`config.mk`:
```
export PLATFORM = sky130hd
export DESIGN_NAME = subsar_conv
export DESIGN_NICKNAME = d
export VERILOG_FILES = /design/src/rtl/subsar_pkg.sv /design/src/rtl/subsar_seq.sv /design/src/rtl/subsar_decode.sv /design/src/rtl/subsar_accum.sv /design/src/rtl/subsar_conv.sv
export SDC_FILE = /design/constraint.sdc
export NUM_CORES = 1
export LEC_CHECK = 0
export BUFFER_PORTS_ARGS = -buffer_cell sky130_fd_sc_hd__buf_2
export CAP_MARGIN = 15
export CORE_MARGIN = 2
export CORE_UTILIZATION = 33
export CTS_BUF_LIST = sky130_fd_sc_hd__clkbuf_16
export DETAILED_ROUTE_END_ITERATION = 6
export GPL_TIMING_DRIVEN = 0
export HOLD_SLACK_MARGIN = 0.06
export PLACE_DENSITY = 0.57
export REMOVE_ABC_BUFFERS = 1
export SYNTH_ARGS = -nofsm -noshare
export SYNTH_HDL_FRONTEND = slang
export SYNTH_HIERARCHICAL = 1
export SYNTH_SLANG_ARGS = --single-unit
```
`constraint.sdc`:
```
create_clock -name clk -period 4.59 [get_ports clk]
set_clock_uncertainty 0.1 [all_clocks]
set_input_delay 0.2295 -clock clk [delete_from_list [all_inputs] [get_ports clk]]
set_output_delay 0.2295 -clock clk [all_outputs]
set_load 0.005 [all_outputs]
```
`src/rtl/subsar_pkg.sv`:
```
// Package: shared definitions for the subranging conversion sequencer.
// Assumes every group except the last is one bit narrower than the flash
// reading, and the last group uses the full flash width.
package subsar_pkg;

    typedef enum logic {
        SEQ_IDLE = 1'b0,
        SEQ_RUN  = 1'b1
    } seq_state_e;

    // Left shift that gives the weight of conversion cycle k (0-based).
    function automatic int cycle_shift(input int res_w, input int grp_w,
                                       input int num_cyc, input int k);
        if (k >= num_cyc - 1) begin
            return 0;
        end
        return res_w - (k + 1) * grp_w;
    endfunction

endpackage

```
`src/rtl/subsar_seq.sv`:
```
// Module: conversion step sequencer.
// Waits in idle for a start pulse, then walks a fixed number of conversion
// cycles and raises a one-clock done pulse after the last one. Assumes
// NUM_CYC >= 2. Start pulses that arrive while running are ignored.
module subsar_seq
    import subsar_pkg::*;
#(
    parameter int NUM_CYC = 3,
    parameter int CYC_W   = 2
) (
    input  logic             clk,
    input  logic             rst_n,
    input  logic             start,
    output logic             launch,
    output logic             busy,
    output logic [CYC_W-1:0] cyc_idx,
    output logic             last_cyc,
    output logic             done
);

    localparam logic [CYC_W-1:0] LAST_IDX = CYC_W'(NUM_CYC - 1);

    seq_state_e state_q;
    logic [CYC_W-1:0] idx_q;
    logic done_q;

    // Decode the accepted start and the position within the conversion.
    always_comb begin
        busy     = (state_q == SEQ_RUN);
        launch   = start && !busy;
        last_cyc = busy && (idx_q == LAST_IDX);
    end

    // Advance through idle and the conversion cycles; pulse done at the end.
    always_ff @(posedge clk) begin
        if (!rst_n) begin
            state_q <= SEQ_IDLE;
            idx_q   <= '0;
            done_q  <= 1'b0;
        end else begin
            done_q <= 1'b0;
            if (launch) begin
                state_q <= SEQ_RUN;
                idx_q   <= '0;
            end else if (busy) begin
                if (idx_q == LAST_IDX) begin
                    state_q <= SEQ_IDLE;
                    idx_q   <= '0;
                    done_q  <= 1'b1;
                end else begin
                    idx_q <= idx_q + 1'b1;
                end
            end
        end
    end

    assign cyc_idx = idx_q;
    assign done    = done_q;

endmodule

```
`src/rtl/subsar_decode.sv`:
```
// Module: flash reading decoder.
// Turns a flash reading into an unshifted group increment. In the non-final
// cycles the low GRP_W bits are the group value and the top bit is a
// headroom flag worth one more group unit. In the final cycle the whole
// reading is the value. Assumes GRP_W == FLASH_W - 1.
module subsar_decode #(
    parameter int FLASH_W = 6,
    parameter int GRP_W   = 5
) (
    input  logic [FLASH_W-1:0] flash_code,
    input  logic               last_cyc,
    output logic [FLASH_W-1:0] inc
);

    logic [FLASH_W-1:0] grp_val;
    logic [FLASH_W-1:0] headroom;

    // Split the reading into group value and headroom correction.
    always_comb begin
        grp_val  = FLASH_W'(flash_code[GRP_W-1:0]);
        headroom = FLASH_W'(flash_code[FLASH_W-1]);
    end

    // Pick the final-cycle or corrected-group interpretation.
    always_comb begin
        if (last_cyc) begin
            inc = flash_code;
        end else begin
            inc = grp_val + headroom;
        end
    end

endmodule

```
`src/rtl/subsar_accum.sv`:
```
// Module: weighted saturating accumulator.
// Weights each cycle's increment by that cycle's group position, adds it
// to the running value with a clamp at full scale, and latches the final
// code on the last cycle. Assumes the increment shifted by any cycle weight
// fits in RES_W+1 bits.
module subsar_accum
    import subsar_pkg::*;
#(
    parameter int RES_W   = 16,
    parameter int FLASH_W = 6,
    parameter int GRP_W   = 5,
    parameter int NUM_CYC = 3,
    parameter int CYC_W   = 2
) (
    input  logic               clk,
    input  logic               rst_n,
    input  logic               launch,
    input  logic               busy,
    input  logic               last_cyc,
    input  logic [CYC_W-1:0]   cyc_idx,
    input  logic [FLASH_W-1:0] inc,
    output logic [RES_W-1:0]   acc,
    output logic [RES_W-1:0]   result
);

    localparam int SUM_W = RES_W + 1;

    logic [SUM_W-1:0] weighted [NUM_CYC];
    logic [SUM_W-1:0] sel_w;
    logic [SUM_W-1:0] sum;
    logic [RES_W-1:0] sum_sat;
    logic [RES_W-1:0] acc_q;
    logic [RES_W-1:0] res_q;

    // One weighted copy of the increment per conversion cycle.
    for (genvar g = 0; g < NUM_CYC; g++) begin : g_weight
        localparam int SH = cycle_shift(RES_W, GRP_W, NUM_CYC, g);
        assign weighted[g] = SUM_W'(inc) << SH;
    end

    // Select the weighted increment that belongs to the current cycle.
    always_comb begin
        sel_w = '0;
        for (int k = 0; k < NUM_CYC; k++) begin
            if (cyc_idx == CYC_W'(k)) begin
                sel_w = weighted[k];
            end
        end
    end

    // Add and clamp at full scale.
    always_comb begin
        sum     = SUM_W'(acc_q) + sel_w;
        sum_sat = sum[RES_W] ? {RES_W{1'b1}} : sum[RES_W-1:0];
    end

    // Running value: cleared on launch, updated every conversion cycle.
    always_ff @(posedge clk) begin
        if (!rst_n) begin
            acc_q <= '0;
        end else if (launch) begin
            acc_q <= '0;
        end else if (busy) begin
            acc_q <= sum_sat;
        end
    end

    // Published code: loaded only when the final cycle completes.
    always_ff @(posedge clk) begin
        if (!rst_n) begin
            res_q <= '0;
        end else if (last_cyc) begin
            res_q <= sum_sat;
        end
    end

    assign acc    = acc_q;
    assign result = res_q;

endmodule

```
`src/rtl/subsar_conv.sv`:
```
// Module: subranging multi-bit successive-approximation sequencer (top).
// Resolves RES_W bits in a fixed number of cycles from a FLASH_W-bit flash
// reading per cycle. Assumes (RES_W - FLASH_W) is a multiple of FLASH_W-1
// and that the flash reading is settled for the current dac_code before
// each rising edge.
module subsar_conv #(
    parameter int RES_W   = 16,
    parameter int FLASH_W = 6
) (
    input  logic               clk,
    input  logic               rst_n,
    input  logic               start,
    input  logic [FLASH_W-1:0] flash_code,
    output logic [RES_W-1:0]   dac_code,
    output logic [RES_W-1:0]   result,
    output logic               done
);

    localparam int GRP_W   = FLASH_W - 1;
    localparam int NUM_CYC = 1 + (RES_W - FLASH_W) / GRP_W;
    localparam int CYC_W   = (NUM_CYC > 1) ? $clog2(NUM_CYC) : 1;

    logic               launch;
    logic               busy;
    logic               last_cyc;
    logic [CYC_W-1:0]   cyc_idx;
    logic [FLASH_W-1:0] inc;
    logic [RES_W-1:0]   acc;

    subsar_seq #(
        .NUM_CYC (NUM_CYC),
        .CYC_W   (CYC_W)
    ) u_seq (
        .clk      (clk),
        .rst_n    (rst_n),
        .start    (start),
        .launch   (launch),
        .busy     (busy),
        .cyc_idx  (cyc_idx),
        .last_cyc (last_cyc),
        .done     (done)
    );

    subsar_decode #(
        .FLASH_W (FLASH_W),
        .GRP_W   (GRP_W)
    ) u_decode (
        .flash_code (flash_code),
        .last_cyc   (last_cyc),
        .inc        (inc)
    );

    subsar_accum #(
        .RES_W   (RES_W),
        .FLASH_W (FLASH_W),
        .GRP_W   (GRP_W),
        .NUM_CYC (NUM_CYC),
        .CYC_W   (CYC_W)
    ) u_accum (
        .clk      (clk),
        .rst_n    (rst_n),
        .launch   (launch),
        .busy     (busy),
        .last_cyc (last_cyc),
        .cyc_idx  (cyc_idx),
        .inc      (inc),
        .acc      (acc),
        .result   (result)
    );

    // Present the partial code only while converting.
    always_comb begin
        dac_code = busy ? acc : '0;
    end

endmodule

```
Yosys cells after proc, flatten, opt, wreduce, memory -nomap -nowiden

Cells that the tools add are included.

Bits of input ports: 9
Output and inout port bits: 33
Word-level logic and storage cells: 29
Register bits after elaboration: 36

Bitwise gates (word level): 2
$add $sub $neg: 3
Eq/ne operators: 2
Reductions and logical operators: 6
Multiplexer cells: 11

Operators with widths:

| kind                  | count |
|---|---|
| $mux W17              | 3 |
| $mux W16              | 2 |
| $add A16 B17 Y17      | 1 |
| $add A5 B1 Y6         | 1 |
| $mux W6               | 1 |
| $mux W1               | 4 |
| $reduce_or A3 Y1      | 1 |
| $add A2 B1 Y2 const B | 1 |
| $eq A2 B1 Y1 const B  | 1 |
| $eq A2 B2 Y1 const B  | 1 |
| $logic_and A1 B1 Y1   | 2 |
| $logic_not A2 Y1      | 1 |
| $mux W2               | 1 |
| $not A1 Y1            | 2 |
| $reduce_or A2 Y1      | 1 |
| $logic_not A1 Y1      | 1 |

Logic depth before layout (Yosys ltp)

Depth in word-level cells: 8
Mapped depth: 14
Gate-level depth less buffers: 12

Modules after synthesis

Netlist, hierarchy kept.

Modules (own cells, without submodules):

| module        | sequential area each (µm²) | instances | area each (µm²) | cells each |
|---|---|---|---|---|
| subsar_accum  | 640.6                      | 1         | 2,011.9         | 210 |
| subsar_seq    | 80.1                       | 1         | 156.4           | 16 |
| subsar_conv   | 0.0                        | 1         | 126.4           | 17 |
| subsar_decode | 0.0                        | 1         | 125.1           | 13 |

Least setup slack after synthesis

Ideal clock, no wire load.

Kind: reg2reg
From: reg u_seq.state_q (netlist: u_seq/busy)
To: reg u_accum.res_q[10] (netlist: u_accum/result[10])
Arrival: 3,140 ps
Required time: 4,371 ps
Buffers on the path: 1
Setup time: 119 ps
Period minus slack after synthesis: 3,358 ps
Stages on the path, launching flop included: 13
Slack: 1,232 ps
Cell sequence: dfxtp_1 -> and3b_1 -> mux2_1 -> and2_1 -> ha_1 -> fa_1 -> a211oi_1 -> nor3_2 -> o21ai_2 -> and3_2 -> o21ai_4 -> buf_4 -> o221a_1

Longest elaborated chain between the ends: 7

Ends and longest elaborated chain:

| item                     | line                | source |
|---|---|---|
| start: declaration       | subsar_seq.sv:23    | `seq_state_e state_q;` |
| start signal: assignment | subsar_seq.sv:37    | `state_q <= SEQ_IDLE;` |
| start signal: assignment | subsar_seq.sv:43    | `state_q <= SEQ_RUN;` |
| start signal: assignment | subsar_seq.sv:47    | `state_q <= SEQ_IDLE;` |
| $logic_and A1 B1 Y1 (*)  | subsar_seq.sv:31    | `last_cyc = busy && (idx_q == LAST_IDX);` |
| named net last_cyc       | subsar_conv.sv:25   | `logic last_cyc;` |
| $mux W6 (*)              | subsar_decode.sv:26 | `if (last_cyc) begin` |
| named net inc[0]         | subsar_conv.sv:27   | `logic [FLASH_W-1:0] inc;` |
| $mux W17 (2 in series)   | subsar_accum.sv:45  | `if (cyc_idx == CYC_W'(k)) begin` |
| $mux W17 (*)             | subsar_accum.sv:45  |  |
| $add A16 B17 Y17 (*)     | subsar_accum.sv:53  | `sum = SUM_W'(acc_q) + sel_w;` |
| $mux W16 (*)             | subsar_accum.sv:54  | `sum_sat = sum[RES_W] ? {RES_W{1'b1}} : sum[RES_W-1:0];` |
| end signal: assignment   | subsar_accum.sv:73  | `res_q <= sum_sat;` |
| end: declaration         | subsar_accum.sv:33  | `logic [RES_W-1:0] res_q;` |

Mark *: on every way through the listed nets, which the timed path passes. The rest lies on a longest branch.
A chain may end at the register's enable or synchronous reset.

Worst setup path after layout

From: reg u_seq.state_q (netlist: u_seq/busy)
To: reg u_accum.res_q[15] (netlist: u_accum/result[15])

Same word-level chain as after synthesis.

==> run summary <==
status: finished, final reports clean
Starting Density: 0.3372
Slew headroom: 0.5018
CTS tree: built
R2R Setup Slk: 0.47 ns
IO Port Bufs: 41
synth unique cells: 48
# setup viols final: 0
# rows: 31
DR pass1 iterations: 5
cell type with the largest total area after synthesis: dfxtp_1
register area: 721.9 sq um
critical path depth: 11
Avg WL per Cell: 15.82 um
max cap viols: 0
Worst-Margin Slew: 0.7457 ns
top cell type's share of synthesized area: 0.2978
gr ovfl total: 0
reg-to-reg startpoint: u_seq/busy$_SDFF_PN0_
total power: 812.9 uW
post-DP HPWL: 4596 um
ranking of synthesized cells by area: dfxtp_1 (30%), o221a_1 (15%), ha_1 (9.3%)
area of the die: 8034 sq um
syn avg cell area: 9.452 sq um
Hold EP: u_seq/busy$_SDFF_PN0_
vias per cell: 5.268
fmax: 242.6 MHz
Tmin final: 4.122 ns
synth warn: 6
Worst setup SP type: register
die height: 89.63 um
Hold WC Path Type: primary input to register
CP arrival: 4.23 ns
Yosys reg bits: 36
Layout fillers: 733
layout net count: 320
Hold Startpoint: start
required time of the critical path: 4.70 ns
clock latency on the worst-skew pair: 0.27 ns
core footprint: 7176 sq um
residual DRC count: 0
Bufs on Longest Clock Path: 2
first-pass GRT wire length: 10150 um
Netlist Area Pre-Place: 2420 sq um
CTS H-tree lvls: 2
Synth-to-Final Area Change: 17.58%
top post-synthesis cells by count: dfxtp_1 (36), o221a_1 (32), and2_1 (21)
Via Count: 2065
RSZ-0062 raised after global routing: no
Multi-input gate area: 1628 sq um
final hold violation count: 0
top-count cell post-synth: dfxtp_1
Post-DRT Antenna Nets: 0
largest net degree at the start of global routing: 26
Clock Sinks: 36
cell family with most CP delay: compound AO/OA/AOI/OAI gates
Num CTS Buffers: 5
GRT Total Usage: 0.1644
Root Driver: clkbuf_16
Crit path largest cell delay: 0.57 ns
Slew Viols, Final: 0
EDFF count, synth: 0
GPL Wtd Cong: 0.8340
share of layout cells above drive strength 1: 0.2526
CP Cell Sequence: and3b_4 -> mux2_1 -> and2_1 -> ha_1 -> fa_1 -> a211oi_1 -> nor3_2 -> o21ai_2 -> a21oi_2 -> o21ai_4 -> o221a_1
ys flop type: dfxtp_1
Post-Syn Instances: 256
initial antenna violation count: 0
die width: 89.63 um
Leak: 0.001282 uW
via count of the first global-routing pass: 1975
Max IR drop VDD: 0.2009 mV
fraction of registers with async set/reset: 0
Routed WL: 6203 um
WS Path Type: register to register
Seq/Total Area, Yosys: 0.2978
Reg2Reg Depth: 11
CP Max Fanout: 25
Power Dens Cells: 285.7 nW/um^2
Reg2Reg Capture Point: u_accum/result[15]$_SDFFE_PN0P_
WHS Path Cells: 3
Tcrit/Tclk final: 0.8980
Critical Path Slowest Stage Cell: dfxtp_2
DP Worst Slack: -0.2061 ns
drt initial violations: 89
PnR worst setup slack: 0.4684 ns
CTS clk-pin slew, worst paths: 0.05 ns
crit end category: register
Ant. Diodes: 0
I/O pin count: 42
Final Util: 0.3965
CP bufs+invs: 0
## power by group
part / total, uW / internal [uW] / switching, uW
Sequential: 340 / 325 / 14.1
Clock: 317 / 195 / 122
Combinational: 156 / 66.6 / 89.7
## flip-flops by register name, indices dropped and copies added (netlist names)
register and flops:
u_seq/busy 1, u_accum/result 16, u_seq/cyc_idx 2, u_seq/done 1, u_accum/acc 16
## tightest hold or removal path, cell delays in order
cell and delay [ns]:
buf_2 0.09, o21ai_0 0.06, nor2_1 0.07
## metal layers
layer	track usage	vias to the layer above	part of all wire
li1	-	1032	-
met1	0.2317	981	0.49
met2	0.2560	48	0.45
met3	0.03656	4	0.047
met4	0.03799	0	0.0087
met5	0	-	0
## layout make-up
cell class                 instances  area share
inverter                           1    0.001319
clock buffer                       5     0.04398
clock inverter                     3    0.003958
sequential                        36      0.2537
multi-input combinational        205      0.5721
tap                               99     0.04354
timing repair buffer              43     0.08135
## timing repair
action	CTS	global route
endpoints found under the hold margin	0	0
resized for setup	1	2
pin swaps	0	0
endpoints found under the setup margin	32	32
hold buffers	0	0
setup buffers	0	0
## metrics by stage
step / setup TNS, ns / instance area [sq um] / hold WS [ns] / std cells
2_1_floorplan: 0 / 2349 / 0.2512 / 242
3_3_place_gp: -19.39 / 2678 / 0.3901 / 382
3_5_place_dp: -5.683 / 2704 / 0.4014 / 384
4_1_cts: 0 / 2841 / 0.1190 / 392
5_1_grt: 0 / 2845 / 0.1352 / 392
6_report: 0 / 2845 / 0.1210 / 392
## how the worst max path moves through the flow
stage	start	end
floorplan	u_seq/busy$_SDFF_PN0_	u_accum/acc[15]$_SDFFE_PP0P_
detailed placement	u_seq/busy$_SDFF_PN0_	u_accum/result[5]$_SDFFE_PN0P_
CTS	u_seq/busy$_SDFF_PN0_	u_accum/result[15]$_SDFFE_PN0P_
finish	u_seq/busy$_SDFF_PN0_	u_accum/result[15]$_SDFFE_PN0P_
global placement	u_seq/busy$_SDFF_PN0_	u_accum/result[15]$_SDFFE_PN0P_
global route	u_seq/busy$_SDFF_PN0_	u_accum/result[14]$_SDFFE_PN0P_
## cell families after synthesis
| family | count (synthesis) | synth area share |
|---|---|---|
| multiplexers | 4 | 0.01758 |
| AND/OR/NAND/NOR | 88 | 0.2203 |
| buffers and inverters | 15 | 0.03102 |
| adder cells (fa/ha/maj) | 19 | 0.1013 |
| flip-flops | 36 | 0.2978 |
| XOR/XNOR | 16 | 0.05791 |
| AO/OA/AOI/OAI | 78 | 0.2740 |
## placed cells by master, fill, tap and decap left out, drive strengths merged, types with 2 or more instances in the layout
master / n
a21o: 3
a21oi: 21
and2: 33
and3: 4
buf: 43
clkbuf: 5
dfxtp: 36
ha: 18
inv: 3
mux2: 2
mux2i: 2
nand2: 17
nand2b: 4
nand3: 4
nand4: 2
nand4b: 3
nor2: 8
nor2b: 4
nor3: 3
o21ai: 13
o221a: 32
o22ai: 4
xnor2: 10
xor2: 6
No activity file was read; power rests on OpenSTA's default activity.
